## config.mk

```make
export PLATFORM = sky130hd
export DESIGN_NAME = vld_ctrl
export DESIGN_NICKNAME = d
export VERILOG_FILES = /design/src/rtl/vld_pkg.sv /design/src/rtl/vld_field_sched.sv /design/src/rtl/vld_port.sv /design/src/rtl/vld_ctrl.sv
export SDC_FILE = /design/constraint.sdc
export NUM_CORES = 1
export LEC_CHECK = 0
export BUFFER_PORTS_ARGS = -buffer_cell sky130_fd_sc_hd__buf_2
export CAP_MARGIN = 20
export CORE_AREA = 4 4 41 43
export CTS_CLUSTER_DIAMETER = 120
export DETAILED_ROUTE_END_ITERATION = 8
export DIE_AREA = 0 0 45 47
export GPL_TIMING_DRIVEN = 1
export PLACE_DENSITY_LB_ADDON = 0.1
export REMOVE_ABC_BUFFERS = 1
export SETUP_SLACK_MARGIN = 0.1
export SKIP_LAST_GASP = 1
export SYNTH_ARGS = -nofsm -noshare
export SYNTH_HDL_FRONTEND = slang
export SYNTH_HIERARCHICAL = 1
export SYNTH_SLANG_ARGS = --single-unit
```

## constraint.sdc

```tcl
create_clock -name clk -period 1.45 [get_ports clk]
set_input_delay 0.2175 -clock clk [delete_from_list [all_inputs] [get_ports clk]]
set_output_delay 0.2175 -clock clk [all_outputs]
set_load 0.02 [all_outputs]
```

## src/rtl/vld_pkg.sv

```systemverilog
`timescale 1ns/1ps
package vld_pkg;

    localparam int NUM_PORTS = 2;
    localparam int PORT_CV   = 0;
    localparam int PORT_Y    = 1;

    typedef enum logic {
        PORT_SLEEP = 1'b0,
        PORT_AWAKE = 1'b1
    } port_mode_e;

    typedef struct packed {
        logic active;
        logic last;
    } win_stat_t;

    // Decide the next port mode from the comparator that applies to the current mode.
    function automatic port_mode_e next_mode(port_mode_e cur, logic lvl_high, logic load_seen);
        port_mode_e nxt;
        if (cur == PORT_AWAKE)
            nxt = lvl_high ? PORT_SLEEP : PORT_AWAKE;
        else
            nxt = load_seen ? PORT_AWAKE : PORT_SLEEP;
        return nxt;
    endfunction

endpackage

```

## src/rtl/vld_field_sched.sv

```systemverilog
`timescale 1ns/1ps
module vld_field_sched import vld_pkg::*; #(
    parameter int FIELD_BITS    = 6,
    parameter int SETTLE_CYCLES = 8
) (
    input  logic      clk,
    input  logic      rst,
    input  logic      chip_en,
    input  logic      vsync_stb,
    output win_stat_t win,
    output logic      check_done
);
    localparam int WIN_W = (SETTLE_CYCLES > 1) ? $clog2(SETTLE_CYCLES) : 1;
    localparam logic [WIN_W-1:0] WIN_LAST = WIN_W'(SETTLE_CYCLES - 1);

    logic [FIELD_BITS-1:0] fld_cnt;
    logic [WIN_W-1:0]      win_cnt;
    logic                  win_open;
    logic                  wrap;

    assign wrap       = vsync_stb && (fld_cnt == '1);
    assign win.active = win_open;
    assign win.last   = win_open && (win_cnt == WIN_LAST);

    always_ff @(posedge clk) begin
        if (rst || !chip_en) begin
            fld_cnt    <= '0;
            win_cnt    <= '0;
            win_open   <= 1'b0;
            check_done <= 1'b0;
        end else begin
            check_done <= 1'b0;
            if (vsync_stb)
                fld_cnt <= fld_cnt + 1'b1;
            if (win_open) begin
                if (win.last) begin
                    win_open   <= 1'b0;
                    win_cnt    <= '0;
                    check_done <= 1'b1;
                end else begin
                    win_cnt <= win_cnt + 1'b1;
                end
            end else if (wrap) begin
                win_open <= 1'b1;
                win_cnt  <= '0;
            end
        end
    end

endmodule

```

## src/rtl/vld_port.sv

```systemverilog
`timescale 1ns/1ps
module vld_port import vld_pkg::*; (
    input  logic clk,
    input  logic rst,
    input  logic chip_en,
    input  logic win_active,
    input  logic sample,
    input  logic cmp_level,
    input  logic cmp_load,
    output logic drv_en,
    output logic test_en,
    output logic present
);
    port_mode_e mode;

    always_ff @(posedge clk) begin
        if (rst)
            mode <= PORT_SLEEP;
        else if (sample && chip_en)
            mode <= next_mode(mode, cmp_level, cmp_load);
    end

    assign present = (mode == PORT_AWAKE);
    assign drv_en  = chip_en && (mode == PORT_AWAKE);
    assign test_en = chip_en && win_active && (mode == PORT_SLEEP);

endmodule

```

## src/rtl/vld_ctrl.sv

```systemverilog
`timescale 1ns/1ps
module vld_ctrl import vld_pkg::*; #(
    parameter int FIELD_BITS    = 6,
    parameter int SETTLE_CYCLES = 8
) (
    input  logic                 clk,
    input  logic                 rst,
    input  logic                 chip_en,
    input  logic                 vsync_stb,
    input  logic [NUM_PORTS-1:0] cmp_level,
    input  logic [NUM_PORTS-1:0] cmp_load,
    output logic                 drv_en_cv,
    output logic                 drv_en_y,
    output logic                 drv_en_c,
    output logic [NUM_PORTS-1:0] test_en,
    output logic [NUM_PORTS-1:0] present,
    output logic                 tv_det,
    output logic                 check_done
);
    win_stat_t            win;
    logic                 win_active;
    logic [NUM_PORTS-1:0] drv_vec;

    vld_field_sched #(
        .FIELD_BITS   (FIELD_BITS),
        .SETTLE_CYCLES(SETTLE_CYCLES)
    ) u_sched (
        .clk       (clk),
        .rst       (rst),
        .chip_en   (chip_en),
        .vsync_stb (vsync_stb),
        .win       (win),
        .check_done(check_done)
    );

    assign win_active = win.active;

    for (genvar p = 0; p < NUM_PORTS; p++) begin : g_port
        vld_port u_port (
            .clk       (clk),
            .rst       (rst),
            .chip_en   (chip_en),
            .win_active(win.active),
            .sample    (win.last),
            .cmp_level (cmp_level[p]),
            .cmp_load  (cmp_load[p]),
            .drv_en    (drv_vec[p]),
            .test_en   (test_en[p]),
            .present   (present[p])
        );
    end

    assign drv_en_cv = drv_vec[PORT_CV];
    assign drv_en_y  = drv_vec[PORT_Y];
    assign drv_en_c  = drv_vec[PORT_Y];
    assign tv_det    = |present;

endmodule

```

# --- Word level (Yosys, flattened, before mapping) ---
# Cells that the tools add are included.
op_classes:
  n_addsub: 2
  n_eq_ne: 2
  mux: 13
  n_bitwise: 3
  n_reduce_logical: 13
op_table:
  columns: ["cell", "count"]
  rows:
  - ["1-bit 2-to-1 mux", 10]
  - ["3-bit 2-to-1 mux", 3]
  - ["1-bit logical AND", 8]
  - ["6-bit by 1-bit adder with 6-bit output (second input constant)", 1]
  - ["6-bit == test (second input constant)", 1]
  - ["2-bit OR reduction", 2]
  - ["3-bit by 1-bit adder with 3-bit output (second input constant)", 1]
  - ["3-bit == test (second input constant)", 1]
  - ["1-bit inverter", 3]
  - ["2-bit nonzero test", 1]
  - ["1-bit logical NOT", 1]
  - ["1-bit logical OR", 1]
word_totals:
  register_bits: 13
  out_inout_bits: 9
  wordCells: 39

# --- Longest topological paths before layout ---
# Gate-level depths: netlist (run 1).
logic_depth:
  depth_word: 4
  ltp_mapped: 5
  ltp_nobuf: 5

# --- By module ---
# The synthesis (run 1) kept the hierarchy.
by_module_without_submodules:
  columns: ["mod", "instances", "cells_each", "area_per_inst_um2"]
  rows:
  - ["vld_field_sched", 1, 50, 480.5]
  - ["vld_port", 2, 7, 55.1]
  - ["vld_ctrl", 1, 2, 13.8]

# --- Worst setup path after synthesis (run 1) ---
# Ideal clock, no wire load.
synth_timing:
  kind: "flip-flop to flip-flop"
  startpoint: "register u_sched.win_cnt[0]"
  endpoint: "register g_port[0].u_port.mode"
  setup_time_ns: 0.064
  arrival_time_ns: 1.164
  slack_ns: 0.222
  stages_incl_launch_ff: 6
  n_path_buf: 0
  period_less_slack_ns: 1.228
  cell_sequence: "dfxtp_1 -> ha_1 -> ha_1 -> and2_1 -> a41o_1 -> nor2_1"
synth_lines:
  columns: ["item", "line_no", "text"]
  rows:
  - ["start: declaration", "vld_field_sched.sv:17", "logic [WIN_W-1:0] win_cnt;"]
  - ["start signal: assignment", "vld_field_sched.sv:41", "win_cnt <= win_cnt + 1'b1;"]
  - ["end signal: assignment", "vld_port.sv:20", "mode <= next_mode(mode, cmp_level, cmp_load);"]
  - ["end: declaration", "vld_port.sv:14", "port_mode_e mode;"]

# --- Worst setup path in the final report (run 1) ---
layout_timing:
  startpoint: "register u_sched.fld_cnt[0]"
  endpoint: "register u_sched.win_cnt[0]"
layout_between:
  elab_chain_len: 3
layout_rtl:
  columns: ["item", "line_no", "text"]
  rows:
  - ["start: declaration", "vld_field_sched.sv:16", "logic [FIELD_BITS-1:0] fld_cnt;"]
  - ["start signal: assignment", "vld_field_sched.sv:34", "fld_cnt <= fld_cnt + 1'b1;"]
  - ["6-bit == test", "vld_field_sched.sv:21", "assign wrap = vsync_stb && (fld_cnt == '1);"]
  - ["1-bit logical AND", "vld_field_sched.sv:21", null]
  - ["2-bit nonzero test (no source line)", null, null]
# Every way passes these cells.
# A chain may end at the register's enable or synchronous reset.

==> results of run 1 <==
## where the power goes
group	leakage (uW)	switching, uW	total [uW]	internal, uW
Clock	0.0000177	127	229	102
Combinational	0.000211	16.8	30.9	14.1
Sequential	0.000105	2.23	361	359
Total	0.000334	146	621	475
## worst register-to-register path: stages (launching register included)
cell,delay (ns)
dfxtp_1,0.40
ha_1,0.19
nand4_1,0.17
nor2_1,0.25
o32ai_1,0.13
## metal layers
layer / part of all wire (%) / global-route usage (%) / wire length, microns
met1: 48 / 15.9 / 554
met2: 47 / 17.8 / 541
met3: 4.3 / 3.45 / 49
met4: 0 / 5.26 / 0
met5: 0 / 0 / 0
## area by class of cell
cell class / count / area (sq um) / share of cell area, %
multi-input cells: 50 / 330 / 46.0
repair buffers: 16 / 80.1 / 11.1
flip-flops and latches: 13 / 262 / 36.4
clock buffers: 3 / 22.5 / 3.14
well taps: 15 / 18.8 / 2.61
clock inverters: 1 / 5.00 / 0.697
## final timing paths
check                              to  slack, ns  cells after the start
max                u_sched/win_cnt[0]       0.19                      4
min          g_port[1].u_port/present       0.22                      3
max reg2reg        u_sched/win_cnt[0]       0.19                      4
min reg2reg        u_sched/win_cnt[0]       0.50                      1
## sequential cells by signal, summed over array words and instances, names as in the netlist
| signal | count |
|---|---|
| g_port.u_port/present | 2 |
| u_sched/check_done | 1 |
| u_sched/fld_cnt | 6 |
| u_sched/win_cnt | 3 |
| u_sched/win_open | 1 |
## kinds of logic after synthesis
logic type	share of synthesized area (%)
buf+inv	3.10
mux	1.66
flops	43.1
compound gates	12.0
simple gates	28.2
xor+xnor	5.80
fa+ha+maj	6.21
## metrics by stage
| step | utilization [%] | instances |
|---|---|---|
| floorplan | - | 63 |
| global placement | 52.6 | 94 |
| detailed placement | 52.6 | 94 |
| CTS | 54.7 | 98 |
| global route | 55.2 | 98 |
| finish | 55.2 | 98 |
## timing repair
item	4_1_cts	5_1_grt
buffers inserted	0	0
hold buffers	0	0
setup endpoints to repair	0	4
resized for setup	0	3
## synth_stat cells
cell	instances	share of area (%)
o32ai_1	1	1.4
ha_1	3	6.2
or3_1	1	1.0
nand2_1	5	3.1
and2_2	2	2.5
o21ai_0	1	0.83
clkbuf_1	1	0.62
nand3b_1	3	3.7
nand2b_1	2	2.1
xnor2_1	1	1.4
xor2_1	3	4.3
nand4_2	1	2.1
a21oi_1	1	0.83
a41o_1	2	3.3
o22ai_1	2	2.1
mux2i_1	1	1.7
nand3_1	2	1.7
nand4_1	1	1.0
or2_1	1	1.0
nor2b_1	1	1.0
buf_4	2	2.5
a31oi_1	2	2.1
nor2_1	11	6.8
and2_1	2	2.1
o31a_1	1	1.4
dfxtp_1	13	43
==> implementation parameters, run 1 <==
Parameter                              Value

Layout
  Commonest non-fill, non-tap cell in the layout ... buf_2
  Share of layout cells above drive strength 1 ... 31.3%
  Diode count ... 0
  Number of filler instances in the final layout ... roughly 130
  Area of all placed cells without fillers ... 718 sq um
  Area added between synthesis and finish ... 18.8%
  Number of nets in the finished design ... 95
  Leading cell types in the layout, fill and taps excluded ... buf_2 (16), dfxtp_1 (12), nor2_1 (11)

Place
  Worst slack at placement ... 0.132 ns
  Final RePlAce weighted congestion ... about 0.74
  Count of buffers from port buffering ... 16
  DP Area ... just under 700 sq um
  Half-perimeter wire length after detailed placement ... around 850 microns

Drt
  Final routed wirelength across all metal layers ... 1150 microns
  DRC ... 0
  Total vias in the final route ... 500
  Drt initial violations ... 4
  Per-cell routed wire length ... 11.7 microns
  Post-detailed-route via-to-cell ratio ... 5.10
  Router iterations before antenna repair ... 4
  Number of nets with antenna violations after routing ... 0

Worst setup path
  Worst Setup Start Kind ... register
  Cell breakdown of the critical path ... ha_1 > nand4_1 > nor2_1 > o32ai_1
  Stage delay of the slowest cell on the critical path ... 0.40 ns
  Kind of critical path ... reg -> reg
  Arrival time reported for the critical path endpoint ... 1.41 ns
  Type of element capturing the critical path ... register
  Buffering stage count on the worst path with inverters included ... 0
  Critical Path Source ... u_sched/fld_cnt[0]
  Slowest CP cell ... dfxtp_1
  Largest delay share family, worst path ... simple AND/OR/NAND/NOR gates
  Reg-to-Reg Start ... u_sched/fld_cnt[0]
  Critical path fanouts, max ... 3
  CP required ... 1.61 ns

Logic synthesis
  Number of instances in the synthesized netlist ... 66
  Count of distinct cell types in the synthesized netlist ... 26
  Flip-flop and latch count after synthesis ... 13
  Avg Cell Area, Syn ... 9.16 sq um
  Share of synthesized area occupied by flip-flops and latches ... a little over two fifths
  Synth warn ... 6
  Cell area after synthesis ... 604 sq um

Clock network
  Worst skew pair latency ... 0.27 ns
  Clk sink count ... 13
  Master cell of the clock root buffer ... clkbuf_4
  H-tree depth ... 1
  TritonCTS clock tree ... built
  Reg clk slew, reported paths ... 0.09 ns
  CTS max path bufs ... 2
  Number of buffers created by CTS ... 3

Die
  Die extent in y ... 47 microns
  Number of top-level pins ... 17
  Placeable core area ... 1300 sq um
  Cell Rows ... 13
  Effective utilization at floorplan ... 46.4%
  Die width ... ~45 microns
  Total Die Area ... 2120 sq um

STA
  Worst Max-Slew Pin Slew ... 0.357 ns
  Setup Viol. Count Final ... 0
  Accumulated negative setup slack ... 0 ns
  Hold violation count in the final report ... 0
  Relative slew slack ... about three quarters
  Final WS setup ... 0.193 ns
  Maximum clock frequency ... 796 MHz
  Part of the cycle the worst path needs ... 86.7%
  Post-route worst hold slack ... 0.215 ns
  Setup Skew ... 0.00139 ns
  Setup repair after global routing missed its margin ... false
  Post-route minimum period ... 1.26 ns
  Total count of max-transition violations in the final report ... 0

Global route
  Antenna violations before repair ... 0
  Overall Global Routing Usage ... between 10% and 20%
  Pin count of the biggest net entering global routing ... 11
  Global-route wire length before repair ... 1830 microns
  Total gr overflow ... 0
  Number of global-route vias before repair ... 439

Worst hold path
  Kind of path behind the tightest hold check ... in -> reg
  Worst hold path startpoint ... cmp_load[1]

Flow run
  Max_cap viols ... 0

Status
  Result of the run ... complete, no violations

Pwr
  Pwr Density ... 864 nW/um^2
  Pleak ... 0.000334 uW
  Worst vdd rail ir drop ... 0.496 mV
  Overall power ... 621 uW
Power figures use the tool's default switching activity.
==> run 2, diff against run 1 <==
--- a/config.mk
+++ b/config.mk
@@ -12,7 +12,7 @@
 export DETAILED_ROUTE_END_ITERATION = 8
 export DIE_AREA = 0 0 45 47
 export GPL_TIMING_DRIVEN = 1
-export PLACE_DENSITY_LB_ADDON = 0.1
+export PLACE_DENSITY = 0.76
 export REMOVE_ABC_BUFFERS = 1
 export SETUP_SLACK_MARGIN = 0.1
 export SKIP_LAST_GASP = 1
==> run 2 against run 1 <==
Against the previous run: worst setup slack worse by 0.033 ns; final cell count stayed put; fmax is 2.5% lower; critical path depth grew 1; design area is 0.52% lower; die area stayed put; register-to-register slack worse by 0.03 ns; flip-flop and latch count is the same; critical endpoint is now g_port[1].u_port/present; largest cell class unchanged.
==> implementation parameters, run 2 (same netlist as run 1, synthesis figures left out) <==
Parameter                              Value

Drt
  DRC ... 0
  Drt initial violations ... 10
  Total vias in the final route ... 498
  Router iterations before antenna repair ... 4
  Final routed wirelength across all metal layers ... around 1100 microns
  Per-cell routed wire length ... 11.4 microns
  Post-detailed-route via-to-cell ratio ... a little over 5
  Number of nets with antenna violations after routing ... 0

Clock network
  Master cell of the clock root buffer ... clkbuf_4
  Number of buffers created by CTS ... 3
  Worst skew pair latency ... 0.27 ns
  TritonCTS clock tree ... built
  Post-CTS setup buffers ... 0
  Clk sink count ... 13
  Reg clk slew, reported paths ... 0.08 ns
  CTS max path bufs ... 2
  H-tree depth ... 1

Worst hold path
  Number of cells on the worst hold path ... 3
  Kind of path behind the tightest hold check ... in -> reg
  Min-Delay Endpoint ... g_port[0].u_port/present
  Worst hold path startpoint ... cmp_load[0]

Worst setup path
  Critical Path Source ... u_sched/win_cnt[0]
  Kind of critical path ... reg -> reg
  Stage delay of the slowest cell on the critical path ... 0.33 ns
  Type of element capturing the critical path ... register
  Cell seen most often among critical-path stages ... ha_1
  Reg-to-reg setup timing slack ... 0.16 ns
  CP required ... 1.66 ns
  Arrival time reported for the critical path endpoint ... 1.50 ns
  R2R depth ... 5
  Critical path fanouts, max ... 5
  Worst Setup Start Kind ... register
  Largest delay share family, worst path ... adder cells
  Slowest CP cell ... dfxtp_1
  Reg-to-Reg Start ... u_sched/win_cnt[0]
  Critical register-to-register path endpoint ... g_port[1].u_port/present
  Buffering stage count on the worst path with inverters included ... 0
  Cell breakdown of the critical path ... ha_1 > ha_1 > and2_4 > a41o_1 > nor2_1

Pwr
  Overall power ... 612 uW
  Pleak ... between 0.0003 and 0.0004 uW
  Pwr Density ... 856 nW/um^2
  Worst vdd rail ir drop ... 0.500 mV

Layout
  Area of all placed cells without fillers ... 714 sq um
  Largest register FFs ... 6
  Largest Register ... u_sched/fld_cnt
  Commonest non-fill, non-tap cell in the layout ... buf_2
  Final design utilization ... 54.9%
  Number of nets in the finished design ... 95
  Diode count ... 0
  Share of layout cells above drive strength 1 ... 28.9%
  Number of filler instances in the final layout ... 125
  Leading cell types in the layout, fill and taps excluded ... buf_2 (16), dfxtp_1 (12), nor2_1 (11)
  Area added between synthesis and finish ... 18.2%

Die
  Die extent in y ... 47 microns
  Cell Rows ... 13
  Placeable core area ... between 1000 and 1500 sq um
  Number of top-level pins ... 17
  Die width ... 45 microns
  Effective utilization at floorplan ... 46.4%
  Total Die Area ... 2120 sq um

STA
  Worst Max-Slew Pin Slew ... 0.368 ns
  Post-route minimum period ... 1.29 ns
  Hold violation count in the final report ... 0
  Accumulated negative setup slack ... 0 ns
  Post-route worst hold slack ... 0.220 ns
  Maximum clock frequency ... 775 MHz
  Setup Skew ... 0.000835 ns
  Total count of max-transition violations in the final report ... 0
  Setup Viol. Count Final ... 0
  Setup repair after global routing missed its margin ... false
  Relative slew slack ... 75.4%
  Part of the cycle the worst path needs ... about 90%

Global route
  Number of global-route vias before repair ... 419
  Total gr overflow ... 0
  Overall Global Routing Usage ... between 10 and 15%
  Global-route wire length before repair ... between 1500 and 2000 microns
  Antenna violations before repair ... 0
  Pin count of the biggest net entering global routing ... 11

Place
  Half-perimeter wire length after detailed placement ... 833 microns
  Count of buffers from port buffering ... 16
  DP Area ... ~680 sq um
  Final RePlAce weighted congestion ... 0.694

Status
  Result of the run ... complete, no violations

Flow run
  Max_cap viols ... 0
==> run 2: cell types whose count changed in the layout (fill, tap and decap cells not counted) <==
cell and delta:
ha_1 +1, ha_2 -1, clkbuf_1 +1, clkinv_2 -1
==> run 2: routing by layer <==
metal / wire [microns] / GRT usage (%) / part of all wire, %
met4: 5 / 5.26 / 0.45
met5: 0 / 0 / 0
met2: 499 / 16.7 / 45
met3: 60 / 2.30 / 5.4
met1: 556 / 15.3 / 50
==> run 2: final cells by class <==
type	instances	area [sq um]	share of cell area (%)
Timing Repair Buffer	16	80.1	11.2
Sequential cell	13	262	36.6
Multi-Input combinational cell	50	328	45.9
Tap cell	15	18.8	2.63
Clock buffer	4	26.3	3.68
==> run 2: worst min-delay path, delay by kind of cell <==
family / cells / cell delay (ns)
and+or+nand+nor: 1 / 0.09
buffers and inverters: 1 / 0.08
AOI/OAI and AO/OA: 1 / 0.07
==> run 2: stage by stage <==
stage / cells / setup WS (ns)
floorplan: 63 / 0.222
global placement: 94 / 0.184
detailed placement: 94 / 0.139
CTS: 98 / 0.121
global route: 98 / 0.102
finish: 98 / 0.160
==> run 2: power breakdown <==
group | total (uW) | switching [uW] | internal [uW]
Combinational | 31.2 | 17.0 | 14.1
Sequential | 361 | 2.04 | 359
Clock | 220 | 113 | 106
==> run 2: worst max path at each step <==
stage,to,depth (start not counted)
floorplan,g_port[0].u_port/present,5
global placement,g_port[1].u_port/present,5
detailed placement,g_port[1].u_port/present,5
CTS,g_port[1].u_port/present,5
global route,u_sched/win_cnt[0],4
finish,g_port[1].u_port/present,5
==> run 2: what timing repair did <==
| action | 4_1_cts | 5_1_grt |
|---|---|---|
| resized for setup | 0 | 3 |
| setup endpoints to repair | 0 | 5 |
| hold buffers | 0 | 0 |
